==> config.mk <==
export PLATFORM = sky130hd
export DESIGN_NAME = buck_gate_timer
export DESIGN_NICKNAME = d
export VERILOG_FILES = /design/src/rtl/buck_gate_pkg.sv /design/src/rtl/buck_ov_gate.sv /design/src/rtl/buck_boot_watch.sv /design/src/rtl/buck_gate_seq.sv /design/src/rtl/buck_gate_timer.sv
export SDC_FILE = /design/constraint.sdc
export NUM_CORES = 1
export LEC_CHECK = 0
export ABC_AREA = 1
export BUFFER_PORTS_ARGS = -buffer_cell sky130_fd_sc_hd__buf_2
export CORE_ASPECT_RATIO = 0.9
export CORE_UTILIZATION = 39
export DETAILED_ROUTE_END_ITERATION = 10
export SLEW_MARGIN = 20
export SYNTH_ARGS = -nofsm -noshare
export SYNTH_HDL_FRONTEND = slang
export SYNTH_SLANG_ARGS = --single-unit
==> constraint.sdc <==
create_clock -name clk -period 2.4 [get_ports clk]
set_input_delay 0.12 -clock clk [delete_from_list [all_inputs] [get_ports clk]]
set_output_delay 0.12 -clock clk [all_outputs]
set_load 0.05 [all_outputs]
==> src/rtl/buck_gate_pkg.sv <==
package buck_gate_pkg;

    // Sequencer states: which switch conducts, or which guard/idle phase runs
    typedef enum logic [2:0] {
        ST_IDLE  = 3'd0,
        ST_HIGH  = 3'd1,
        ST_GAP   = 3'd2,
        ST_BLANK = 3'd3,
        ST_LOW   = 3'd4,
        ST_BOOT  = 3'd5
    } gate_st_e;

    // Comparator and timing inputs sampled each clock
    typedef struct packed {
        logic start;
        logic on_end;
        logic under;
        logic peak;
        logic boot_low;
    } cyc_sense_t;

    function automatic logic low_side_on(gate_st_e s);
        return (s == ST_BLANK) || (s == ST_LOW) || (s == ST_BOOT);
    endfunction

    function automatic logic high_side_on(gate_st_e s);
        return s == ST_HIGH;
    endfunction

    function automatic int tick_bits(int a, int b);
        return $clog2(((a > b) ? a : b) + 1);
    endfunction

endpackage

==> src/rtl/buck_ov_gate.sv <==
module buck_ov_gate (
    input  logic clk,
    input  logic rst,
    input  logic above_hi,
    input  logic below_lo,
    output logic inhibit
);
    // Two-threshold latch: upper crossing sets, lower crossing releases
    always_ff @(posedge clk) begin
        if (rst)
            inhibit <= 1'b0;
        else if (above_hi)
            inhibit <= 1'b1;
        else if (below_lo)
            inhibit <= 1'b0;
    end

    // a fresh upper crossing always leaves the latch set
    a_r9_set_wins: assert property (@(posedge clk) disable iff (rst)
        (above_hi && below_lo) |=> inhibit);

endmodule

==> src/rtl/buck_boot_watch.sv <==
module buck_boot_watch
    import buck_gate_pkg::*;
#(
    parameter int BOOT_CYCLES = 3
) (
    input  logic       clk,
    input  logic       rst,
    input  cyc_sense_t sense,
    input  logic       inhibit,
    input  logic       high_on,
    output logic       refresh
);
    localparam int BW = $clog2(BOOT_CYCLES + 1);
    localparam logic [BW-1:0] LIMIT = BW'(BOOT_CYCLES);

    logic [BW-1:0] low_cnt_q;
    logic          full_low;

    // A boundary counts only when the high side carried the whole period
    assign full_low = sense.start && !inhibit && !sense.on_end
                      && sense.boot_low && high_on;
    assign refresh  = full_low && (low_cnt_q == LIMIT);

    always_ff @(posedge clk) begin
        if (rst || inhibit)
            low_cnt_q <= '0;
        else if (sense.start) begin
            if (full_low && (low_cnt_q != LIMIT))
                low_cnt_q <= low_cnt_q + BW'(1);
            else
                low_cnt_q <= '0;
        end
    end

    // a healthy bootstrap at a cycle start clears the count
    a_r6_clear_on_good: assert property (@(posedge clk) disable iff (rst)
        (sense.start && !sense.boot_low) |=> (low_cnt_q == '0));

    // a refresh request leaves the count empty
    a_r6_restart: assert property (@(posedge clk) disable iff (rst)
        refresh |=> (low_cnt_q == '0));

endmodule

==> src/rtl/buck_gate_seq.sv <==
module buck_gate_seq
    import buck_gate_pkg::*;
#(
    parameter int DEAD_TICKS   = 3,
    parameter int LS_MIN_TICKS = 5
) (
    input  logic       clk,
    input  logic       rst,
    input  cyc_sense_t sense,
    input  logic       inhibit,
    input  logic       boot_refresh,
    output logic       hs_o,
    output logic       ls_o
);
    localparam int CW = tick_bits(DEAD_TICKS, LS_MIN_TICKS);
    localparam logic [CW-1:0] GAP_LD   = CW'(DEAD_TICKS - 1);
    localparam logic [CW-1:0] LOW_LD   = CW'(LS_MIN_TICKS - 1);
    localparam logic [CW-1:0] GAP_SAT  = CW'(DEAD_TICKS);
    localparam logic [CW-1:0] CZ       = '0;

    gate_st_e      st_q, st_n;
    gate_st_e      tgt_q, tgt_n;
    gate_st_e      want;
    logic [CW-1:0] cnt_q, cnt_n;
    logic          ret_q, ret_n;
    logic          want_v;
    logic          drop;

    always_comb begin
        st_n   = st_q;
        tgt_n  = tgt_q;
        cnt_n  = cnt_q;
        ret_n  = ret_q;
        want_v = 1'b0;
        want   = ST_IDLE;
        drop   = 1'b0;

        // Progress within the period
        case (st_q)
            ST_HIGH: begin
                if (sense.on_end || sense.peak) begin
                    st_n  = ST_GAP;
                    tgt_n = ST_BLANK;
                    cnt_n = GAP_LD;
                end
            end
            ST_GAP: begin
                if (cnt_q == CZ) begin
                    st_n  = tgt_q;
                    cnt_n = LOW_LD;
                end else begin
                    cnt_n = cnt_q - CW'(1);
                end
            end
            ST_BLANK: begin
                if (cnt_q == CZ) begin
                    if (sense.under) begin
                        st_n  = ST_GAP;
                        tgt_n = ST_IDLE;
                        cnt_n = GAP_LD;
                    end else begin
                        st_n = ST_LOW;
                    end
                end else begin
                    cnt_n = cnt_q - CW'(1);
                end
            end
            ST_LOW: begin
                if (sense.under) begin
                    st_n  = ST_GAP;
                    tgt_n = ST_IDLE;
                    cnt_n = GAP_LD;
                end
            end
            ST_BOOT: begin
                if (cnt_q == CZ) begin
                    st_n  = ST_GAP;
                    tgt_n = ret_q ? ST_HIGH : ST_IDLE;
                    cnt_n = GAP_LD;
                end else begin
                    cnt_n = cnt_q - CW'(1);
                end
            end
            default: ;
        endcase

        // Period boundary and inhibit decisions
        if (inhibit) begin
            drop = 1'b1;
        end else if (sense.start) begin
            if (sense.on_end) begin
                if (sense.boot_low) begin
                    want_v = 1'b1;
                    want   = ST_BOOT;
                    ret_n  = 1'b0;
                end else begin
                    drop = 1'b1;
                end
            end else if (boot_refresh) begin
                want_v = 1'b1;
                want   = ST_BOOT;
                ret_n  = 1'b1;
            end else begin
                want_v = 1'b1;
                want   = ST_HIGH;
            end
        end

        if (drop) begin
            if (st_q == ST_GAP) begin
                tgt_n = ST_IDLE;
                if (cnt_q == CZ)
                    st_n = ST_IDLE;
            end else if (st_q != ST_IDLE) begin
                st_n  = ST_GAP;
                tgt_n = ST_IDLE;
                cnt_n = GAP_LD;
            end
        end else if (want_v) begin
            if (st_q == ST_GAP) begin
                tgt_n = want;
                if (cnt_q == CZ)
                    st_n = want;
            end else if ((st_q == ST_IDLE) ||
                         ((want == ST_BOOT) ? low_side_on(st_q)
                                            : high_side_on(st_q))) begin
                st_n  = want;
                cnt_n = LOW_LD;
            end else begin
                st_n  = ST_GAP;
                tgt_n = want;
                cnt_n = GAP_LD;
            end
        end
    end

    always_ff @(posedge clk) begin
        if (rst) begin
            st_q  <= ST_IDLE;
            tgt_q <= ST_IDLE;
            cnt_q <= '0;
            ret_q <= 1'b0;
        end else begin
            st_q  <= st_n;
            tgt_q <= tgt_n;
            cnt_q <= cnt_n;
            ret_q <= ret_n;
        end
    end

    assign hs_o = high_side_on(st_q);
    assign ls_o = low_side_on(st_q);

    // Off-run length observed at the outputs, used only by the checks below
    logic [CW-1:0] gap_q;
    always_ff @(posedge clk) begin
        if (rst)
            gap_q <= GAP_SAT;
        else if (hs_o || ls_o)
            gap_q <= '0;
        else if (gap_q != GAP_SAT)
            gap_q <= gap_q + CW'(1);
    end

    // never both switches at once
    a_r4_exclusive: assert property (@(posedge clk) disable iff (rst)
        !(hs_o && ls_o));

    // any turn-on is preceded by a full guard interval
    a_r4_guard: assert property (@(posedge clk) disable iff (rst)
        ($rose(hs_o) || $rose(ls_o)) |-> (gap_q >= GAP_SAT));

    // blanking keeps the low side on
    a_r5_blank_hold: assert property (@(posedge clk) disable iff (rst)
        (st_q == ST_BLANK && cnt_q != CZ && !sense.start && !inhibit) |=> ls_o);

    // peak current removes the high side at the next edge
    a_r8_peak_cut: assert property (@(posedge clk) disable iff (rst)
        (hs_o && sense.peak && !sense.start) |=> !hs_o);

    // nothing turns on while inhibited
    a_r9_quiet: assert property (@(posedge clk) disable iff (rst)
        (inhibit && !hs_o && !ls_o) |=> (!hs_o && !ls_o));

    // latched-off stays off between cycle starts
    a_r10_latch: assert property (@(posedge clk) disable iff (rst)
        (st_q == ST_IDLE && !sense.start) |=> (!hs_o && !ls_o));

    // a full-duty refresh drops the high side at once
    a_r6_hs_drop: assert property (@(posedge clk) disable iff (rst)
        (sense.start && boot_refresh && !inhibit && !sense.on_end) |=> !hs_o);

endmodule

==> src/rtl/buck_gate_timer.sv <==
module buck_gate_timer
    import buck_gate_pkg::*;
#(
    parameter int DEAD_TICKS   = 3,
    parameter int LS_MIN_TICKS = 5,
    parameter int BOOT_CYCLES  = 3
) (
    input  logic clk,
    input  logic rst,
    input  logic cyc_start,
    input  logic pwm_done,
    input  logic i_under,
    input  logic i_peak,
    input  logic boot_weak,
    input  logic fb_above_hi,
    input  logic fb_below_lo,
    output logic hs_gate,
    output logic ls_gate
);
    cyc_sense_t sense;
    logic       inhibit;
    logic       refresh;
    logic       hs_w;
    logic       ls_w;

    assign sense = '{start:    cyc_start,
                     on_end:   pwm_done,
                     under:    i_under,
                     peak:     i_peak,
                     boot_low: boot_weak};

    buck_ov_gate u_ov (
        .clk      (clk),
        .rst      (rst),
        .above_hi (fb_above_hi),
        .below_lo (fb_below_lo),
        .inhibit  (inhibit)
    );

    buck_boot_watch #(
        .BOOT_CYCLES (BOOT_CYCLES)
    ) u_boot (
        .clk     (clk),
        .rst     (rst),
        .sense   (sense),
        .inhibit (inhibit),
        .high_on (hs_w),
        .refresh (refresh)
    );

    buck_gate_seq #(
        .DEAD_TICKS   (DEAD_TICKS),
        .LS_MIN_TICKS (LS_MIN_TICKS)
    ) u_seq (
        .clk          (clk),
        .rst          (rst),
        .sense        (sense),
        .inhibit      (inhibit),
        .boot_refresh (refresh),
        .hs_o         (hs_w),
        .ls_o         (ls_w)
    );

    assign hs_gate = hs_w;
    assign ls_gate = ls_w;

endmodule

==> results.md, run 1 <==
- Crit path largest cell delay: between 0.3 and 0.4 ns
- Pins Over Slew Limit: 0
- Max Used Layer: met4
- R2R Path Start: u_seq.cnt_q[0]
- Die Height: 51.7 um
- Seq/Total Area, Yosys: between 20% and 30%
- Total CTS buffers: 3
- DPL Wire Length: 2160 um
- FF-to-FF setup slack: 0.76 ns
- Number of cells on the critical path: 6
- Met2 routed WL: between 1000 and 1500 um
- Commonest cells post-synth: nand2_1 (49), inv_1 (19), nor2_1 (16), dfxtp_1 (13), o21ai_0 (11)
- Failing checks: DRC
- Clock skew after layout: 0.0183 ns
- Most frequent cell after synthesis: nand2_1
- Critical Path Slowest Stage Cell: dfxtp_1
- Flops & latches, synth: 13
- Antenna viol nets, final: 0
- Syn_nets: between 150 and 200
- Period utilization: 72.8%
- Synth top area share: 24.4%
- Fin Setup TNS: 0 ns
- Iteration count of the initial detailed-routing pass: 8
- Synth-to-Final Area Change: 9.72%
- Hold Path Class: primary input to flip-flop
- Slew @ Worst Pin: 0.361 ns
- Met1 Routed Length: about 1200 um
- Grt total ovfl: 0
- Fin. Hold Viols: 0
- Setup bufs post-CTS: 0
- Total number of vias: 1,144
- Top post-synthesis cells by area: dfxtp_1 (24%), nand2_1 (17%), inv_1 (6.7%), nor2_1 (5.6%), o21ai_0 (5.2%)
- Proportion of layout cells with a drive suffix above 1: a little over a fifth
- Met3 Wirelength: 303 um
- Cts hold-fix bufs: 0
- Number of global-route vias before repair: approximately 1,000
- First-pass GRT wire length: 4640 um
- H-Tree Depth: 1
- Antenna violations before repair: 0
- Nets: 194
- Power per Cell Area: about 560 nW/um2
- Clk sinks: 13
- Reg-to-Reg End: u_seq.st_q[1]
- Crit path buffers/inverters: 3
- Final setup vio count: 0
- Final GP Congestion: 0.934
- Largest net degree at the start of global routing: 14
- Remaining DRCs: 2
- TritonCTS clock tree: done
- Post-layout minimum cycle time: about 1.7 ns
- Total core area: 2530 um2
- Reg clk slew, reported paths: 0.10 ns
- Post-Syn Area: ~1100 um2
- Worst EP arrival: 1.63 ns
- CP top delay family: buffers and inverters
- Slew HR: about three quarters
- Post-synth ARST share: 0%
- First DRT Iteration DRCs: 91
- Most common cell on crit path: inv_2
- Max Freq: 573 MHz
- Worst path cell trace: inv_2 > nand2_4 > nor2_2 > inv_2 > nand3_2 > buf_2
- Max Cap Viol: 0
- Most common flop cell mapped by yosys: dfxtp_1
- Min Hold Slack: 0.0496 ns
- Peak VDD IR: around 0.26 mV
- RSZ-0062 raised after global routing: false
- Pleak: 0.588 nW
- Initial Util: 42.2%
- Worst r2r path cells: 8
- Row count: 17
- Chip Width: 57.2 um
- Worst setup endpoint: ls_gate
- WP data required: 2.28 ns
- Kind of critical path: flip-flop to primary output
- Post-synth cell types: 33
- CTS Buffer Depth: 2
- CTS resizes: 0
- Yosys warning count: 0
- Outcome: complete, but fails checks
- Worst Setup Start Kind: flip-flop
- Root buffer cell: clkbuf_4
- Critical Path Start: u_seq.st_q[1]
- Die area: around 3000 um2
- Post-Syn Instances: 169
- GR Util All Layers: 20.9%
- Number of flops mapped to enable cells by yosys: 0
- Crit end category: primary output
- Worst skew pair latency: 0.29 ns
- Port buffer count: 10
- Syn_area_per_cell: 6.32 um2
- Largest area contributor in the netlist: dfxtp_1
- Total Wirelength: 2670 um
- Routed WL per cell: 12.8 um
- Ant diodes: 0
- Via density: around 5.5
- Worst Path Max Fanout: 6
- Io pins: 11
-- flip-flops by register name, summed over array words and instances, names as in the netlist --
name / cells
u_seq.cnt_q: 3
u_seq.st_q: 3
u_boot.low_cnt_q: 2
u_seq.ret_q: 1
u_ov.inhibit: 1
u_seq.tgt_q: 3
-- layout make-up --
| class | count | area, um2 |
|---|---|---|
| multi-input cells | 129 | 704 |
| well taps | 28 | 35.0 |
| flip-flops and latches | 13 | 260 |
| fillers | 263 | 1360 |
| clock buffers | 3 | 22.5 |
| repair buffers | 10 | 50.0 |
| clock inverters | 1 | 5.00 |
| inverters | 25 | 95.1 |
-- power by group --
| group | leakage, nW | total (mW) | switching, mW | internal [mW] |
|---|---|---|---|---|
| sequential | 0.106 | 0.256 | 0.0216 | 0.234 |
| clock | 0.0177 | 0.146 | 0.0840 | 0.0619 |
| combinational | 0.464 | 0.256 | 0.175 | 0.0807 |
| total | 0.588 | 0.657 | 0.280 | 0.377 |
-- per-layer routing --
layer,track usage [%],vias to the layer above
met3,5.22,8
met4,10.2,0
met1,27.1,495
met5,0,-
met2,32.2,62
li1,-,579
-- through the flow --
stage / setup WS, ns / cells / power, mW / util [%] / area [um2]
global route: 0.585 / 209 / 0.708 / 46.3 / 1170
detailed placement: 0.798 / 205 / 0.511 / 45.2 / 1140
floorplan: 0.780 / 169 / 0.458 / - / 1070
finish: 0.654 / 209 / 0.657 / 46.3 / 1170
CTS: 0.682 / 209 / 0.655 / 46.3 / 1170
global placement: 0.853 / 205 / 0.512 / 45.2 / 1140
-- worst min-delay path: cells and delay by family --
kind,cells,cell delay (ns)
buffers and inverters,1,0.08
and+or+nand+nor,2,0.09
-- cells in the final DEF (no fill, tap or decap), drive strengths merged, types with 2 or more instances in the layout --
master  count
inv        24
clkinv      2
buf        10
nor2       22
nand3       9
o211ai      2
a31oi       2
ha          3
clkbuf      3
dfxtp      13
o21ai      14
a21oi       8
nand4       5
nand2      55
-- worst min-delay path by stage --
stage / start / to / slack, ns / cells after the start
global placement: fb_above_hi / u_ov.inhibit / 0.33 / 3
detailed placement: fb_above_hi / u_ov.inhibit / 0.34 / 3
global route: fb_above_hi / u_ov.inhibit / 0.05 / 3
floorplan: fb_above_hi / u_ov.inhibit / 0.24 / 2
CTS: fb_above_hi / u_ov.inhibit / 0.04 / 3
finish: fb_above_hi / u_ov.inhibit / 0.05 / 3
-- kinds of logic after synthesis --
logic type                 count (synthesis)  synth area share [%]
AOI/OAI and AO/OA                         33                  18.5
and+or+nand+nor                           93                  43.9
DFF                                       13                  24.4
buffers and inverters                     27                  9.72
adders and majority gates                  3                  3.51
No activity file was read; power rests on OpenSTA's default activity.
==> run 2: changes to the inputs <==
clock period = 1.7 ns   (was 2.4 ns; I/O delays follow)
==> run 2 against run 1 <==
Against the previous run: the flow still finishes with violations (DRC); non-clock buffer count is 1 higher; sequential share of layout area is 0.30 points lower; global-route usage is 0.49 points lower; count of clock-buffer cells in the layout unchanged; register-to-register slack worse by 0.63 ns; worst hold slack got worse by 0.049 ns; sequential power increased by 42%; die area unchanged; cell area is 2.3% higher; cell count up 0.48%; first-iteration DRC count decreased by 33%; utilization is 1.1 points higher.
==> results.md, run 2 (synthesis gave the netlist of run 1 again) <==
- Outcome: complete, but fails checks (unchanged)
- Failing checks: DRC (unchanged)
- Chip Width: 57.2 um (unchanged)
- Period utilization: 92.3%
- Final GP Congestion: 0.943 (was 0.934)
- Hold path endpoint: u_ov.inhibit (unchanged)
- Most common cell on crit path: nand2_1 (was inv_2)
- Worst r2r path cells: 10 (was 8)
- Proportion of layout cells with a drive suffix above 1: 22.5% (was 21.0%)
- Switch share: 42.1% (was 42.7%)
- Synth-to-Final Area Change: 12.3% (was 9.72%)
- Power per Cell Area: 785 nW/um2 (was 561 nW/um2)
- Register area: 263 um2 (was 260 um2)
- Post-layout minimum cycle time: 1.57 ns
- Worst Setup Start Kind: flip-flop (unchanged)
- Peak VDD IR: 0.312 mV (was 0.263 mV)
- DPL Wire Length: 2180 um (was 2160 um)
- FF-to-FF setup slack: 0.13 ns (was 0.76 ns)
- Antenna violations before repair: 0 (unchanged)
- Cts hold-fix bufs: 0 (unchanged)
- Slew HR: 78.1% (was 75.9%)
- Root buffer cell: clkbuf_4 (unchanged)
- Max Freq: roughly 640 MHz
- Pins Over Slew Limit: 0 (unchanged)
- Reg-to-Reg End: u_seq.tgt_q[2] (was u_seq.st_q[1])
- TritonCTS clock tree: done (unchanged)
- Filler cells: 266 (was 263)
- R2R Path Start: u_seq.cnt_q[0] (unchanged)
- H-Tree Depth: 1 (unchanged)
- Io pins: 11 (unchanged)
- Worst path cell trace: inv_1 > ha_1 > nand2_1 > buf_4 > a21oi_2 > nand4_1 > nand2_1 > nand2_1 > nand2_1 > nor2_1 (was inv_2 > nand2_4 > nor2_2 > inv_2 > nand3_2 > buf_2)
- Row count: 17 (unchanged)
- Clock power frac: 21.2% (was 22.2%)
- Fin Setup TNS: 0 ns (unchanged)
- Commonest non-fill, non-tap cells in the layout: nand2_1 (49), inv_1 (19), nor2_1 (16) (unchanged)
- Fin. Hold Viols: 0 (unchanged)
- Critical Path Start: u_seq.cnt_q[0] (was u_seq.st_q[1])
- Crit path buffers/inverters: 2 (was 3)
- Setup bufs post-CTS: 0 (unchanged)
- Number of global-route vias before repair: 1,060 (was 1,024)
- Hold wc startpoint: fb_above_hi (unchanged)
- P_sw: 397 uW (was 280 uW)
- Total CTS buffers: 3 (unchanged)
- Register share of total power: 38.5% (was 38.9%)
- Clock skew after layout: 0.0223 ns (was 0.0183 ns)
- Die area: 2950 um2 (unchanged)
- Worst Path Max Fanout: 8 (was 6)
- Port buffer count: 10 (unchanged)
- Internal: 545 uW (was 377 uW)
- Design Power: 942 uW (was 657 uW)
- Hold-critical path depth: 3 (unchanged)
- First DRT Iteration DRCs: 61 (was 91)
- Total number of vias: 1,150 (was 1,144)
- Reg clk slew, reported paths: 0.10 ns (about the same)
- Remaining DRCs: 2 (unchanged)
- GR Util All Layers: 20.4% (was 20.9%)
- Largest net degree at the start of global routing: 11 (was 14)
- Worst EP arrival: 1.74 ns (was 1.63 ns)
- Crit path largest cell delay: 0.31 ns (was 0.39 ns)
- WP data required: 1.87 ns (was 2.28 ns)
- Total Wirelength: 2660 um (was 2670 um)
- Min Hold Slack: 0.00103 ns (was 0.0496 ns)
- Nets: 195 (was 194)
- Max Cap Viol: 0 (unchanged)
- Grt total ovfl: 0 (unchanged)
- Crit end category: flip-flop (was primary output)
- Iteration count of the initial detailed-routing pass: 8 (unchanged)
- Routed WL per cell: 12.6 um (was 12.8 um)
- CP top delay family: simple AND/OR/NAND/NOR gates (was buffers and inverters)
- Hold Path Class: primary input to flip-flop (unchanged)
- Final setup vio count: 0 (unchanged)
- RSZ-0062 raised after global routing: false (unchanged)
- Kind of critical path: flip-flop to flip-flop (was flip-flop to primary output)
- Total core area: 2530 um2 (unchanged)
- First-pass GRT wire length: 4570 um (was 4640 um)
- Ant diodes: 0 (unchanged)
- CTS Buffer Depth: 2 (unchanged)
- Worst skew pair latency: 0.29 ns (about the same)
- Pleak: 0.594 nW (was 0.588 nW)
- Slew @ Worst Pin: 0.325 ns (was 0.361 ns)
- Via density: 5.48 (was 5.47)
- Initial Util: 42.2% (unchanged)
- Critical Path Slowest Stage Cell: dfxtp_1 (unchanged)
- Die Height: 51.7 um (unchanged)
- Footprint of the multi-input gates: 719 um2 (was 704 um2)
- Most common cell after layout, fill and taps aside: nand2_1 (unchanged)
- Antenna viol nets, final: 0 (unchanged)
- Clk sinks: 13 (unchanged)
- Gate power share: 40.3% (was 38.9%)
- Biggest regs: u_seq.cnt_q (3), u_seq.st_q (3), u_seq.tgt_q (3) (unchanged)
run 2: cell types whose count changed in the layout (fill, tap and decap cells not counted):
cell      change
o21ai_1       +1
o21ai_0       -1
nor2_4        +3
buf_4         +1
dfxtp_2       +2
buf_2         -1
nor2_2        -3
dfxtp_1       -2
clkbuf_4      +1
run 2: worst min-delay path: stages:
cell and delay, ns:
buf_2 0.07, nor2_1 0.03, nor2_1 0.07
run 2: what timing repair did:
| item | in CTS | in global routing |
|---|---|---|
| endpoints found under the hold margin | 0 | 0 |
| gates resized for setup | 0 | 7 |
| setup endpoints to repair | 0 | 4 |
run 2: worst max-delay path by stage:
stage                     end  cells past startpoint  slack [ns]
2_1_floorplan   u_seq.st_q[2]                     11        0.08
3_3_place_gp    u_seq.st_q[2]                     11        0.18
3_5_place_dp    u_seq.st_q[2]                     12        0.16
4_1_cts               ls_gate                      6       0.005
5_1_grt         u_seq.st_q[2]                     12        0.02
6_report       u_seq.tgt_q[2]                     10        0.13
run 2: metrics by stage:
stage / instances / cell area, um2 / setup WS (ns) / utilization, %
floorplan: 169 / 1070 / 0.0805 / -
global placement: 206 / 1150 / 0.175 / 45.5
detailed placement: 206 / 1150 / 0.162 / 45.5
CTS: 210 / 1180 / 0.00494 / 46.6
global route: 210 / 1200 / 0.0169 / 47.4
finish: 210 / 1200 / 0.131 / 47.4
run 2: final cells by class:
class                      count  area share [%]
inverter                      25            7.92
timing repair buffer          11            5.01
clock buffer                   3            1.88
clock inverter                 1           0.417
tap                           28            2.92
sequential                    13            21.9
multi-input combinational    129            60.0
run 2: layer usage:
layer,routed length [um],global-route usage (%)
met5,0,0
met2,1110,32.7
met1,1170,26.6
met3,269,3.23
met4,99,10.2
run 2: power by group through the flow:
stage               sequential, mW  clock (mW)  combinational, mW
floorplan                    0.359           0              0.288
global placement             0.366           0              0.365
finish                       0.363       0.199              0.379
global route                 0.367       0.225              0.429
detailed placement           0.367           0              0.368
CTS                          0.360       0.201              0.371
==> run 3: changes to the inputs <==
CELL_PAD_IN_SITES_DETAIL_PLACEMENT = 1   (was unset)
CELL_PAD_IN_SITES_GLOBAL_PLACEMENT = 2   (was unset)
CORE_UTILIZATION = 31   (was 39)
PLACE_DENSITY = 0.75   (was unset)
==> run 3 against run 2 <==
Against the previous run: the run now ends clean; total power is 15% higher; worst setup slack worse by 0.011 ns; die area is 25% higher; clock skew is 0.020 ns lower; utilization is 7.5 points lower; sequential share of layout area is 1.1 points lower; via count is 1.0% higher; non-clock buffer count is 4 higher; cell count is 8.6% higher; flip-flop and latch count stayed put; maximum frequency is 0.67% lower; register-to-register slack better by 0.02 ns; largest power group unchanged.
==> results.md, run 3 (synthesis gave the netlist of run 1 again) <==
- Iteration count of the initial detailed-routing pass: 4 (was 8)
- Final setup vio count: 0 (unchanged)
- Die Height: 57.7 um (was 51.7 um)
- GR Util All Layers: 20.9% (was 20.4%)
- FF-to-FF setup slack: 0.15 ns (was 0.13 ns)
- Period utilization: 92.9% (was 92.3%)
- Commonest non-fill, non-tap cells in the layout: nand2_1 (48), inv_1 (18), nor2_1 (15) (was nand2_1 (49), inv_1 (19), nor2_1 (16))
- Total number of vias: 1,162 (was 1,150)
- Routed WL per cell: 15.0 um (was 12.6 um)
- TritonCTS clock tree: done (unchanged)
- Met3 Wirelength: 152 um (was 269 um)
- Hold Path Class: primary input to flip-flop (unchanged)
- Proportion of layout cells with a drive suffix above 1: 26.3% (was 22.5%)
- Met2 routed WL: 1530 um (was 1110 um)
- Slew HR: 72.5% (was 78.1%)
- RSZ-0062 raised after global routing: false (unchanged)
- Cts hold-fix bufs: 0 (unchanged)
- First-pass GRT wire length: 5870 um (was 4570 um)
- Reg clk slew, reported paths: 0.06 ns (was 0.10 ns)
- Max Used Layer: met4 (unchanged)
- Post-layout minimum cycle time: 1.58 ns (was 1.57 ns)
- Worst EP arrival: 1.50 ns (was 1.74 ns)
- DPL Wire Length: 2870 um (was 2180 um)
- Chip Width: 63.9 um (was 57.2 um)
- Die area: 3690 um2 (was 2950 um2)
- Met1 Routed Length: 1700 um (was 1170 um)
- Antenna viol nets, final: 0 (unchanged)
- Slew @ Worst Pin: 0.409 ns (was 0.325 ns)
- Power per Cell Area: 859 nW/um2 (was 785 nW/um2)
- Fin util: 39.9% (was 47.4%)
- CTS Buffer Depth: 2 (unchanged)
- Io pins: 11 (unchanged)
- Fin Setup TNS: 0 ns (unchanged)
- Max Cap Viol: 0 (unchanged)
- Fin. Hold Viols: 0 (unchanged)
- Final GP Congestion: 0.862 (was 0.943)
- Port buffer count: 10 (unchanged)
- Hold-critical path depth: 3 (unchanged)
- Most common cell after layout, fill and taps aside: nand2_1 (unchanged)
- Clock skew after layout: 0.00237 ns (was 0.0223 ns)
- Remaining DRCs: 0 (was 2)
- Via density: 5.10 (was 5.48)
- Worst Path Max Fanout: 5 (was 8)
- R2R Path Start: u_seq.st_q[0] (was u_seq.cnt_q[0])
- Setup bufs post-CTS: 0 (unchanged)
- Total Wirelength: 3430 um (was 2660 um)
- Grt total ovfl: 0 (unchanged)
- Total CTS buffers: 3 (unchanged)
- Footprint of the multi-input gates: 717 um2 (was 719 um2)
- Pleak: 0.620 nW (was 0.594 nW)
- Number of global-route vias before repair: 1,162 (was 1,060)
- Nets: 199 (was 195)
- WP data required: 1.62 ns (was 1.87 ns)
- First DRT Iteration DRCs: 82 (was 61)
- Outcome: finished clean (was complete, but fails checks)
- Clk sinks: 13 (unchanged)
- Total core area: 3160 um2 (was 2530 um2)
- Row count: 19 (was 17)
- Filler cells: 426 (was 266)
- Placed Area: 1200 um2 (was 1150 um2)
- Final instance count without filler cells: 228 (was 210)
- Crit end category: primary output (was flip-flop)
- Initial Util: 33.8% (was 42.2%)
- Root buffer cell: clkbuf_8 (was clkbuf_4)
- Placed Cells: 224 (was 206)
- Max Freq: 633 MHz (was 637 MHz)
- Worst Setup Start Kind: flip-flop (unchanged)
- Worst r2r path cells: 9 (was 10)
- Biggest regs: u_seq.cnt_q (3), u_seq.st_q (3), u_seq.tgt_q (3) (unchanged)
- H-Tree Depth: 1 (unchanged)
- Hold wc startpoint: fb_above_hi (unchanged)
- Hold path endpoint: u_ov.inhibit (unchanged)
- Pins Over Slew Limit: 0 (unchanged)
- Register area: 263 um2 (unchanged)
- Ant diodes: 0 (unchanged)
- Synth-to-Final Area Change: 18.0% (was 12.3%)
- Kind of critical path: flip-flop to primary output (was flip-flop to flip-flop)
- Antenna violations before repair: 0 (unchanged)
- Peak VDD IR: 0.529 mV (was 0.312 mV)
- Worst skew pair latency: 0.25 ns (was 0.29 ns)
- Post-route cell area: 1260 um2 (was 1200 um2)
- Largest net degree at the start of global routing: 11 (unchanged)
- Reg-to-Reg End: u_seq.st_q[2] (was u_seq.tgt_q[2])
-- run 3: cell count changes in the layout (fill, tap and decap cells not counted), moves of 2 or more --
cell / before / now
nor2_2: 1 / 4
nor2_4: 5 / 3
clkbuf_4: 4 / 0
clkbuf_8: 0 / 3
buf_4: 1 / 5
-- run 3: power by group --
part | total [mW] | internal (mW) | switching, mW
clock | 0.294 | 0.163 | 0.131
combinational | 0.427 | 0.146 | 0.281
sequential | 0.362 | 0.332 | 0.0299
total | 1.08 | 0.641 | 0.442
-- run 3: area by class of cell --
cell class | count | area share (%)
Tap cell | 42 | 4.17
Clock inverter | 1 | 0.397
Timing Repair Buffer | 15 | 6.94
Sequential cell | 13 | 20.8
Clock buffer | 3 | 3.27
Inverter | 25 | 7.54
Multi-Input combinational cell | 129 | 56.8
-- run 3: worst max-delay path, stage by stage (launching register included) --
cell	delay (ns)
dfxtp_1	0.44
nand2_2	0.13
nor2_2	0.20
inv_2	0.09
nand3_2	0.12
buf_2	0.27
-- run 3: metal layers --
metal,GRT usage [%],vias to the layer above
li1,-,590
met1,27.7,529
met2,34.0,36
met3,4.92,7
met4,6.17,0
met5,0,-
-- run 3: worst max-delay path by stage --
stage	slack (ns)	cells after the start	from	to
2_1_floorplan	0.08	11	u_seq.st_q[2]	u_seq.st_q[2]
3_3_place_gp	0.12	11	u_seq.st_q[2]	u_seq.st_q[2]
3_5_place_dp	0.09	8	u_seq.cnt_q[0]	u_seq.st_q[1]
4_1_cts	0.03	6	u_seq.st_q[1]	ls_gate
5_1_grt	0.01	9	u_seq.st_q[0]	u_seq.st_q[2]
6_report	0.12	5	u_seq.st_q[0]	ls_gate
-- run 3: timing repair --
item | CTS | global route
resized for setup | 0 | 8
hold endpoints to repair | 0 | 0
setup endpoints to repair | 0 | 8
-- run 3: per-stage QoR --
step           power, mW  worst slack, ns  hold slack [ns]
2_1_floorplan      0.647           0.0805            0.206
3_3_place_gp       0.770            0.123            0.296
3_5_place_dp       0.779           0.0882            0.303
4_1_cts             1.08           0.0258           0.0337
5_1_grt             1.16           0.0115           0.0555
6_report            1.08            0.120           0.0387
